## src/rtl/hole_remap_pkg.sv

```systemverilog
package hole_remap_pkg;
  localparam int unsigned PAGE_W_D     = 22;
  localparam int unsigned REG_W_D      = 16;
  localparam int unsigned TOLM_SHIFT_D = 4;
  localparam int unsigned WIN_SHIFT_D  = 14;
  localparam int unsigned HIGH_PAGE_D  = 32'h0010_0000; // first page at 4 GiB

  typedef enum logic [1:0] {
    CFG_TOLM  = 2'd0,
    CFG_BASE  = 2'd1,
    CFG_LIMIT = 2'd2,
    CFG_NONE  = 2'd3
  } cfg_sel_e;

  localparam int unsigned NUM_CFG = 3;
endpackage

```

## src/rtl/remap_cfg_regs.sv

```systemverilog
module remap_cfg_regs
  import hole_remap_pkg::*;
#(
  parameter int unsigned REG_W = REG_W_D
) (
  input  logic             clk_i,
  input  logic             rst_ni,
  input  logic             wr_en_i,
  input  logic [1:0]       wr_sel_i,
  input  logic [REG_W-1:0] wr_data_i,
  output logic [REG_W-1:0] tolm_o,
  output logic [REG_W-1:0] base_o,
  output logic [REG_W-1:0] limit_o
);
  logic [REG_W-1:0] cfg_q [NUM_CFG];

  for (genvar g = 0; g < NUM_CFG; g++) begin : g_cfg
    always_ff @(posedge clk_i or negedge rst_ni) begin
      if (!rst_ni)
        cfg_q[g] <= '0;
      else if (wr_en_i && (wr_sel_i == 2'(g)))
        cfg_q[g] <= wr_data_i;
    end
  end

  assign tolm_o  = cfg_q[CFG_TOLM];
  assign base_o  = cfg_q[CFG_BASE];
  assign limit_o = cfg_q[CFG_LIMIT];

  assert_cfg_hold_R7: assert property (@(posedge clk_i) disable iff (!rst_ni)
    (!wr_en_i || wr_sel_i == CFG_NONE) |=>
      ($stable(tolm_o) && $stable(base_o) && $stable(limit_o)));
endmodule

```

## src/rtl/remap_xlat_comb.sv

```systemverilog
module remap_xlat_comb
  import hole_remap_pkg::*;
#(
  parameter int unsigned PAGE_W     = PAGE_W_D,
  parameter int unsigned REG_W      = REG_W_D,
  parameter int unsigned TOLM_SHIFT = TOLM_SHIFT_D,
  parameter int unsigned WIN_SHIFT  = WIN_SHIFT_D,
  parameter int unsigned HIGH_PAGE  = HIGH_PAGE_D
) (
  input  logic [PAGE_W-1:0] page_i,
  input  logic [REG_W-1:0]  tolm_i,
  input  logic [REG_W-1:0]  base_i,
  input  logic [REG_W-1:0]  limit_i,
  output logic [PAGE_W-1:0] page_o,
  output logic              err_o
);
  localparam int unsigned WIDE_W =
    ((REG_W + WIN_SHIFT) > PAGE_W ? (REG_W + WIN_SHIFT) : PAGE_W) + 1;
  localparam logic [WIDE_W-1:0] HIGH_W = WIDE_W'(HIGH_PAGE);

  logic [WIDE_W-1:0] page_w, tolm_w, base_w, limit_w, remap_w;
  logic pass_low, pass_high, in_win, fits;

  always_comb begin
    page_w  = WIDE_W'(page_i);
    tolm_w  = WIDE_W'(tolm_i)  << TOLM_SHIFT;
    base_w  = WIDE_W'(base_i)  << WIN_SHIFT;
    limit_w = WIDE_W'(limit_i) << WIN_SHIFT;
    // page >= tolm whenever this is used, so no underflow
    remap_w = page_w - tolm_w + base_w;
  end

  assign pass_low  = page_w < tolm_w;
  assign pass_high = (page_w >= HIGH_W) && (page_w < base_w);
  assign in_win    = remap_w < limit_w;
  assign fits      = (remap_w >> PAGE_W) == '0;

  always_comb begin
    err_o = 1'b0;
    if (pass_low || pass_high) begin
      page_o = page_i;
    end else if (in_win && fits) begin
      page_o = PAGE_W'(remap_w);
    end else begin
      err_o  = 1'b1;
      page_o = PAGE_W'(tolm_w - WIDE_W'(1));
    end
  end

  // pass-through regions never flag
  always_comb begin
    if (pass_low || pass_high) assert_pass_no_err_R3: assert (!err_o);
  end
endmodule

```

## src/rtl/hole_remap_xlat.sv

```systemverilog
module hole_remap_xlat
  import hole_remap_pkg::*;
#(
  parameter int unsigned PAGE_W     = PAGE_W_D,
  parameter int unsigned REG_W      = REG_W_D,
  parameter int unsigned TOLM_SHIFT = TOLM_SHIFT_D,
  parameter int unsigned WIN_SHIFT  = WIN_SHIFT_D,
  parameter int unsigned HIGH_PAGE  = HIGH_PAGE_D
) (
  input  logic              clk_i,
  input  logic              rst_ni,
  input  logic              wr_en_i,
  input  logic [1:0]        wr_sel_i,
  input  logic [REG_W-1:0]  wr_data_i,
  input  logic              req_valid_i,
  input  logic [PAGE_W-1:0] req_page_i,
  output logic              rsp_valid_o,
  output logic [PAGE_W-1:0] rsp_page_o,
  output logic              rsp_err_o
);
  logic [REG_W-1:0]  tolm, base, limit;
  logic [PAGE_W-1:0] xl_page;
  logic              xl_err;

  remap_cfg_regs #(.REG_W(REG_W)) u_cfg (
    .clk_i    (clk_i),
    .rst_ni   (rst_ni),
    .wr_en_i  (wr_en_i),
    .wr_sel_i (wr_sel_i),
    .wr_data_i(wr_data_i),
    .tolm_o   (tolm),
    .base_o   (base),
    .limit_o  (limit)
  );

  remap_xlat_comb #(
    .PAGE_W    (PAGE_W),
    .REG_W     (REG_W),
    .TOLM_SHIFT(TOLM_SHIFT),
    .WIN_SHIFT (WIN_SHIFT),
    .HIGH_PAGE (HIGH_PAGE)
  ) u_xlat (
    .page_i (req_page_i),
    .tolm_i (tolm),
    .base_i (base),
    .limit_i(limit),
    .page_o (xl_page),
    .err_o  (xl_err)
  );

  always_ff @(posedge clk_i or negedge rst_ni) begin
    if (!rst_ni) begin
      rsp_valid_o <= 1'b0;
      rsp_page_o  <= '0;
      rsp_err_o   <= 1'b0;
    end else begin
      rsp_valid_o <= req_valid_i;
      if (req_valid_i) begin
        rsp_page_o <= xl_page;
        rsp_err_o  <= xl_err;
      end
    end
  end

  assert_valid_lat_R2: assert property (@(posedge clk_i) disable iff (!rst_ni)
    req_valid_i |=> rsp_valid_o);
  assert_idle_lat_R2: assert property (@(posedge clk_i) disable iff (!rst_ni)
    !req_valid_i |=> !rsp_valid_o);
  assert_hold_R8: assert property (@(posedge clk_i) disable iff (!rst_ni)
    !req_valid_i |=> ($stable(rsp_page_o) && $stable(rsp_err_o)));
  assert_low_pass_R3: assert property (@(posedge clk_i) disable iff (!rst_ni)
    (req_valid_i && ((PAGE_W + 1)'(req_page_i) < ((PAGE_W + 1)'(tolm) << TOLM_SHIFT)))
      |=> (rsp_page_o == $past(req_page_i) && !rsp_err_o));
  assert_fallback_R6: assert property (@(posedge clk_i) disable iff (!rst_ni)
    (rsp_valid_o && rsp_err_o) |->
      (rsp_page_o == PAGE_W'(({{PAGE_W{1'b0}}, $past(tolm)} << TOLM_SHIFT) - 1)));
endmodule

```

## config.mk

```make
export PLATFORM = sky130hd
export DESIGN_NAME = hole_remap_xlat
export DESIGN_NICKNAME = d
export VERILOG_FILES = /design/src/rtl/hole_remap_pkg.sv /design/src/rtl/remap_cfg_regs.sv /design/src/rtl/remap_xlat_comb.sv /design/src/rtl/hole_remap_xlat.sv
export SDC_FILE = /design/constraint.sdc
export NUM_CORES = 1
export LEC_CHECK = 0
export ABC_CLOCK_PERIOD_IN_PS = 20300
export CELL_PAD_IN_SITES_DETAIL_PLACEMENT = 1
export CELL_PAD_IN_SITES_GLOBAL_PLACEMENT = 2
export CORE_ASPECT_RATIO = 0.5
export CORE_MARGIN = 8
export CORE_UTILIZATION = 39
export DETAILED_ROUTE_END_ITERATION = 10
export PLACE_DENSITY_LB_ADDON = 0.1
export SYNTH_ARGS = -nofsm -noshare
export SYNTH_HDL_FRONTEND = slang
export SYNTH_HIERARCHICAL = 1
export SYNTH_SLANG_ARGS = --single-unit
```

## constraint.sdc

```tcl
create_clock -name clk_i -period 20.3 [get_ports clk_i]
set_input_delay 2.03 -clock clk_i [delete_from_list [all_inputs] [get_ports clk_i]]
set_output_delay 2.03 -clock clk_i [all_outputs]
set_load 0.02 [all_outputs]
```

==> key figures, run 1 <==
Outcome
  – Status: finished, final reports clean

Cells and area
  – Ant. Diodes: 0
  – Post-layout instance area: 0.00668 mm2
  – Most common cell after layout, fill and taps aside: mux2_2
  – Share of cells above drive strength 1: 0.187
  – Non-Filler Instances: 792
  – Fillers: 1513
  – Nets@finish: 698
  – Most frequent cells in the layout: mux2_2 (82), dfrtp_1 (72), clkdlybuf4s50_1 (66)
  – Area grow syn2layout: 21.0%

Critical path
  – Crit path capture type: flop
  – Class of the most critical setup path: primary input to flop
  – Worst Reg-to-Reg Cells: 26
  – CP Data Arrival Time: 10.11 ns
  – Setup crit start kind: primary input
  – Worst EP required: 20.52 ns
  – CP Max Fanout: 20

GRT
  – Number of global-route vias before repair: 4646
  – Total gr overflow: 0
  – First-pass GRT wire length: 24700 um
  – Initial antenna violation count: 1
  – Largest net degree at the start of global routing: 73
  – Tot GR Track Use: 0.170

Routing
  – DRT Pass-1 Iters: 4
  – DRT antenna net count: 0
  – Total Wirelength: 15000 um
  – Drt wl/cell: 19.0 um
  – Residual DRC: 0
  – Vias: 4128
  – Starting DRC count in detailed routing: 125
  – Vias per cell: 5.21

Timing
  – Fmax: 101 MHz
  – Fin crit period: 9.90 ns
  – Unrepaired setup endpoints after global routing: false
  – Setup-failing EPs final: 0
  – Fin. max-slew vios: 0
  – Max Clock Skew: 0.0104 ns
  – Rel. slew slack: 0.270
  – Worst slew pin tran: 1.09 ns
  – Final setup margin: 10.40 ns
  – Setup TNS: 0 ns
  – Period utilization: 0.488
  – Fin. Hold Viols: 0

Floorplan
  – Starting Density: 0.403
  – Die ar.: 0.0184 mm2
  – Core area: 0.0137 mm2
  – Die Height: 100 um
  – Row count: 30
  – # IOs: 68
  – Overall die width: 184 um

Yosys
  – Syn Nets: 627
  – Post-synth EDFFs: 0
  – Syn Inst Count: 525
  – Top_reg_cell synth: dfrtp_1
  – Syn avg cell area: 10.5 um2
  – Async S/R FF share, synth: 1.00
  – Synthesis Warnings: 6
  – Seq/Total Area, Yosys: 0.327
  – Count of different cell masters after synthesis: 55
  – Mapped cell area: 0.00552 mm2
  – Number of synthesized register bits: 72

Placed design
  – Cells after DPL: 777
  – Port bufs: 67
  – Dpl cell area: 0.00636 mm2
  – RD Place Congestion: 0.837
  – Post-DP HPWL: 11900 um
  – Place WS: 10.05 ns

CTS
  – CTS tree: yes
  – Worst skew pair latency: 0.34 ns
  – Clk buf depth: 2
  – H-tree Lvls: 3
  – Post-CTS setup buffers: 0
  – Reg clk slew, reported paths: 0.07 ns
  – Resize count post-CTS: 0
  – Root Buffer: clkbuf_16
  – CTS Buf Count: 9
  – Sink Count: 72
  – Hold buffer count at cts: 0

Pwr
  – VDD IR-drop max: 51.8 uV
  – Total power: 731 uW
  – PwrDens: 109 mW/mm2
  – P_leak: 2.92 nW

Hold path
  – WHS Path Cells: 1
  – Hold Crit Class: flop to flop

Flow run
  – Max-cap violations: 0
per-layer routing:
metal	routed length [um]	share of wire	track usage	up-vias
met5	0	0	0	-
met3	642	0.043	0.0407	19
li1	-	-	-	2047
met2	7120	0.47	0.291	58
met4	217	0.014	0.0499	0
met1	7060	0.47	0.210	2004
Yosys cell counts (3+ instances only):
library cell | n | area [um2]
nand4_1 | 3 | 18.8
inv_1 | 46 | 173
o21a_1 | 6 | 45.0
buf_6 | 5 | 56.3
nor3_1 | 11 | 55.1
nand3_1 | 4 | 20.0
dfrtp_1 | 72 | 1800
nand2b_1 | 10 | 62.6
xor2_1 | 14 | 123
nor2_1 | 24 | 90.1
xnor2_1 | 26 | 228
ha_1 | 56 | 701
mux2_2 | 82 | 923
nor4_1 | 7 | 43.8
mux2_1 | 9 | 101
o31ai_1 | 4 | 30.0
a21oi_1 | 31 | 155
a21o_1 | 13 | 97.6
o21ai_1 | 4 | 20.0
nand2_1 | 19 | 71.3
a2111oi_0 | 3 | 26.3
o21ai_0 | 10 | 50.1
a211oi_1 | 5 | 37.5
a31oi_1 | 3 | 18.8
or2_2 | 3 | 18.8
mux2i_1 | 12 | 120
o211ai_1 | 6 | 45.0
worst max-delay path, stage by stage:
cell             delay (ns)
clkdlybuf4s50_1        0.46
inv_1                  0.05
ha_1                   0.22
fa_1                   0.40
nand2b_1               0.18
a21oi_1                0.22
o211ai_1               0.16
a21oi_1                0.30
o2111ai_1              0.19
a311oi_1               0.61
nor2_1                 0.35
ha_1                   0.46
nand2_1                0.11
a2111oi_0              0.58
a2111oi_2              0.14
a21oi_1                0.21
xor2_1                 0.30
ha_1                   0.31
a21o_1                 0.18
a21oi_1                0.12
o21ai_0                0.11
a2111oi_0              0.37
or4b_1                 0.52
a2111oi_4              0.23
buf_4                  0.36
mux2_1                 0.37
mux2_1                 0.30
mux2_2                 0.26
flip-flops by register name (all words and copies together) (netlist names):
register and flops:
u_cfg/tolm_o 16, u_cfg/limit_o 16, rsp_page_o 22, rsp_valid_o 1
u_cfg/base_o 16, rsp_err_o 1
per-stage QoR:
stage               utilization  hold WS, ns
floorplan                     -        0.479
global placement          0.464        0.489
detailed placement        0.464        0.494
CTS                       0.487        0.509
global route              0.487        0.521
finish                    0.487        0.505
final cells by class:
type | instances | area [um2] | area share
clock buffers | 10 | 239 | 0.0358
clock inverters | 5 | 81.3 | 0.0122
inverters | 47 | 176 | 0.0264
multi-input cells | 397 | 3450 | 0.517
flip-flops and latches | 72 | 1800 | 0.270
well taps | 192 | 240 | 0.0360
repair buffers | 69 | 683 | 0.102
path summary, 6_finish.rpt:
path,slack (ns),endpoint,from
worst max-delay path,10.40,rsp_page_o[19],req_page_i[4]
worst min-delay path,0.51,rsp_page_o[11],rsp_page_o[11]
worst max register to register,12.14,rsp_page_o[19],u_cfg/tolm_o[0]
worst min register to register,0.51,rsp_page_o[11],rsp_page_o[11]
max in group asynchronous,17.84,u_cfg/limit_o[9],rst_ni
min in group asynchronous,1.83,rsp_page_o[0],rst_ni
kinds of logic (layout without fill, tap and decap cells):
logic type | count (synthesis) | in the layout | synth area share
buf+inv | 56 | 131 | 0.0474
fa+ha+maj | 58 | 58 | 0.134
xor+xnor | 40 | 40 | 0.0635
flops | 72 | 72 | 0.327
simple gates | 96 | 96 | 0.0930
compound gates | 100 | 100 | 0.128
mux | 103 | 103 | 0.207
report_power, final:
part           leakage [nW]  total (mW)  switching, mW  internal (mW)
Sequential            0.848       0.192         0.0225          0.170
Combinational          1.92       0.364          0.198          0.166
Clock                 0.155       0.174         0.0640          0.110
Note: power is estimated with default switching activity, not from simulation.
==> inputs of run 2 (changes only) <==
Settings changed: ABC_CLOCK_PERIOD_IN_PS 20300 to 8600, CORE_UTILIZATION 39 to 33.
Clock period 20.3 ns to 8.6 ns, I/O delays scaled along.
==> key figures, run 2 (synthesis gave the netlist of run 1 again) <==
Outcome
  – Status: finished, final reports clean (unchanged)

Critical path
  – Crit path capture type: flop (unchanged)
  – Setup crit start: req_page_i[5] (was req_page_i[4])
  – Slowest stage delay, CP: 0.53 ns (was 0.61 ns)
  – CP max-delay cell: or4b_1 (was a311oi_1)
  – Buffers plus inverters on the worst setup path: 3 (unchanged)
  – Class of the most critical setup path: primary input to flop (unchanged)
  – Delay-heaviest family, CP: compound AO/OA/AOI/OAI gates (unchanged)
  – CP Data Arrival Time: 8.33 ns (was 10.11 ns)
  – Worst EP required: 8.82 ns (was 20.52 ns)
  – CP Max Fanout: 13 (was 20)
  – FF-to-FF Start: u_cfg/tolm_o[1] (was u_cfg/tolm_o[0])
  – Setup crit start kind: primary input (unchanged)

CTS
  – CTS Buf Count: 9 (unchanged)
  – Clk buf depth: 2 (unchanged)
  – Sink Count: 72 (unchanged)
  – Worst skew pair latency: 0.34 ns (about the same)
  – H-tree Lvls: 3 (unchanged)
  – Reg clk slew, reported paths: 0.06 ns (was 0.07 ns)
  – Hold buffer count at cts: 0 (unchanged)
  – Root Buffer: clkbuf_16 (unchanged)
  – CTS tree: yes (unchanged)

Routing
  – Total Wirelength: 15800 um (was 15000 um)
  – DRT antenna net count: 0 (unchanged)
  – Vias per cell: 4.95 (was 5.21)
  – Residual DRC: 0 (unchanged)
  – Vias: 4135 (was 4128)
  – DRT Pass-1 Iters: 4 (unchanged)
  – Starting DRC count in detailed routing: 109 (was 125)
  – Drt wl/cell: 19.0 um (about the same)

Timing
  – Fin crit period: 8.10 ns
  – Unrepaired setup endpoints after global routing: false (unchanged)
  – Setup-failing EPs final: 0 (unchanged)
  – Fin. max-slew vios: 0 (unchanged)
  – Setup TNS: 0 ns (unchanged)
  – Fin. Hold Viols: 0 (unchanged)
  – Rel. slew slack: 0.442 (was 0.270)
  – Period utilization: 0.942
  – Max Clock Skew: 0.00871 ns (was 0.0104 ns)
  – Fmax: 123 MHz
  – Worst slew pin tran: 0.837 ns (was 1.09 ns)
  – Hold WS: 0.411 ns (was 0.505 ns)

Pwr
  – PwrDens: 257 mW/mm2 (was 109 mW/mm2)
  – VDD IR-drop max: 118 uV (was 51.8 uV)
  – P_leak: 2.98 nW (was 2.92 nW)

Cells and area
  – Most frequent cells in the layout: mux2_2 (82), dfrtp_1 (72), clkdlybuf4s50_1 (66) (unchanged)
  – Max reg flops: 22 (unchanged)
  – Reg with most FFs: rsp_page_o (unchanged)
  – Ant. Diodes: 0 (unchanged)
  – Most common cell after layout, fill and taps aside: mux2_2 (unchanged)
  – Share of cells above drive strength 1: 0.201 (was 0.187)
  – Area grow syn2layout: 23.3% (was 21.0%)
  – Post-layout instance area: 0.00680 mm2 (was 0.00668 mm2)
  – Final core occ: 0.416 (was 0.487)
  – Nets@finish: 706 (was 698)

Floorplan
  – Starting Density: 0.337 (was 0.403)
  – Overall die width: 199 um (was 184 um)
  – Row count: 33 (was 30)
  – Core area: 0.0164 mm2 (was 0.0137 mm2)
  – Die Height: 107 um (was 100 um)
  – Die ar.: 0.0214 mm2 (was 0.0184 mm2)
  – # IOs: 68 (unchanged)

Placed design
  – Post-DP HPWL: 12700 um (was 11900 um)
  – RD Place Congestion: 0.816 (was 0.837)
  – Dpl cell area: 0.00645 mm2 (was 0.00636 mm2)
  – Port bufs: 67 (unchanged)

Flow run
  – Max-cap violations: 0 (unchanged)

GRT
  – First-pass GRT wire length: 25800 um (was 24700 um)
  – Total gr overflow: 0 (unchanged)
  – Largest net degree at the start of global routing: 56 (was 73)
  – Initial antenna violation count: 1 (unchanged)
  – Number of global-route vias before repair: 4621 (was 4646)
  – Tot GR Track Use: 0.155 (was 0.170)

Hold path
  – Hold Crit Class: primary input to asynchronous set/reset pin (was flop to flop)
==> run 2: per-layer routing <==
metal / routed length, um / GRT usage / share of wire / up-vias
li1: - / - / - / 2057
met1: 7930 / 0.206 / 0.50 / 2029
met2: 7410 / 0.258 / 0.47 / 41
met3: 395 / 0.0359 / 0.025 / 8
met4: 99 / 0.0263 / 0.0063 / 0
met5: 0 / 0 / 0 / -
==> run 2: timing repair <==
item,CTS,global route
endpoints found under the setup margin,0,17
resized for setup,0,3
setup buffers,0,1
==> run 2: path summary, 6_finish.rpt <==
kind	endpoint	slack (ns)	depth (start not counted)
max in group asynchronous	u_cfg/limit_o[13]	7.18	2
worst min register to register	u_cfg/limit_o[13]	0.50	1
worst max-delay path	rsp_page_o[16]	0.50	29
worst min-delay path	rsp_page_o[7]	0.41	1
min in group clk_i	u_cfg/limit_o[13]	0.50	1
worst max register to register	rsp_page_o[16]	0.91	29
==> run 2: per-stage QoR <==
step           cells  total power [mW]  setup slack (ns)
6_report         835              1.75             0.497
2_1_floorplan    525              1.06              1.30
3_3_place_gp     819              1.32            0.0866
3_5_place_dp     819              1.33           -0.0366
4_1_cts          834              1.77             0.276
5_1_grt          835              1.88            0.0102
==> run 2: worst reg2reg max path, delay by kind of cell, from the launching register on <==
kind	cells	cell delay, ns
AND/OR/NAND/NOR	2	0.67
buffers and inverters	3	0.51
AO/OA/AOI/OAI	16	3.78
XOR/XNOR	2	0.39
multiplexers	3	0.89
adder cells (fa/ha/maj)	3	0.89
flip-flops	1	0.45
==> run 2: layout make-up <==
class / instances / area, um2
clock buffers: 9 / 225
clock inverters: 6 / 109
repair buffers: 77 / 747
well taps: 227 / 284
inverters: 47 / 176
fillers: 1824 / 9550
multi-input cells: 397 / 3460
flip-flops and latches: 72 / 1800
==> run 2: power by group <==
| group | internal, mW | switching [mW] |
|---|---|---|
| logic | 0.398 | 0.466 |
| clock network | 0.281 | 0.147 |
| registers | 0.401 | 0.0550 |
==> inputs of run 3 (changes only) <==
Settings changed: CAP_MARGIN from default to 20, CTS_CLUSTER_DIAMETER from default to 150.
==> results of run 3 <==
Same layout as run 2: the final DEF is identical, and so are final timing and power.
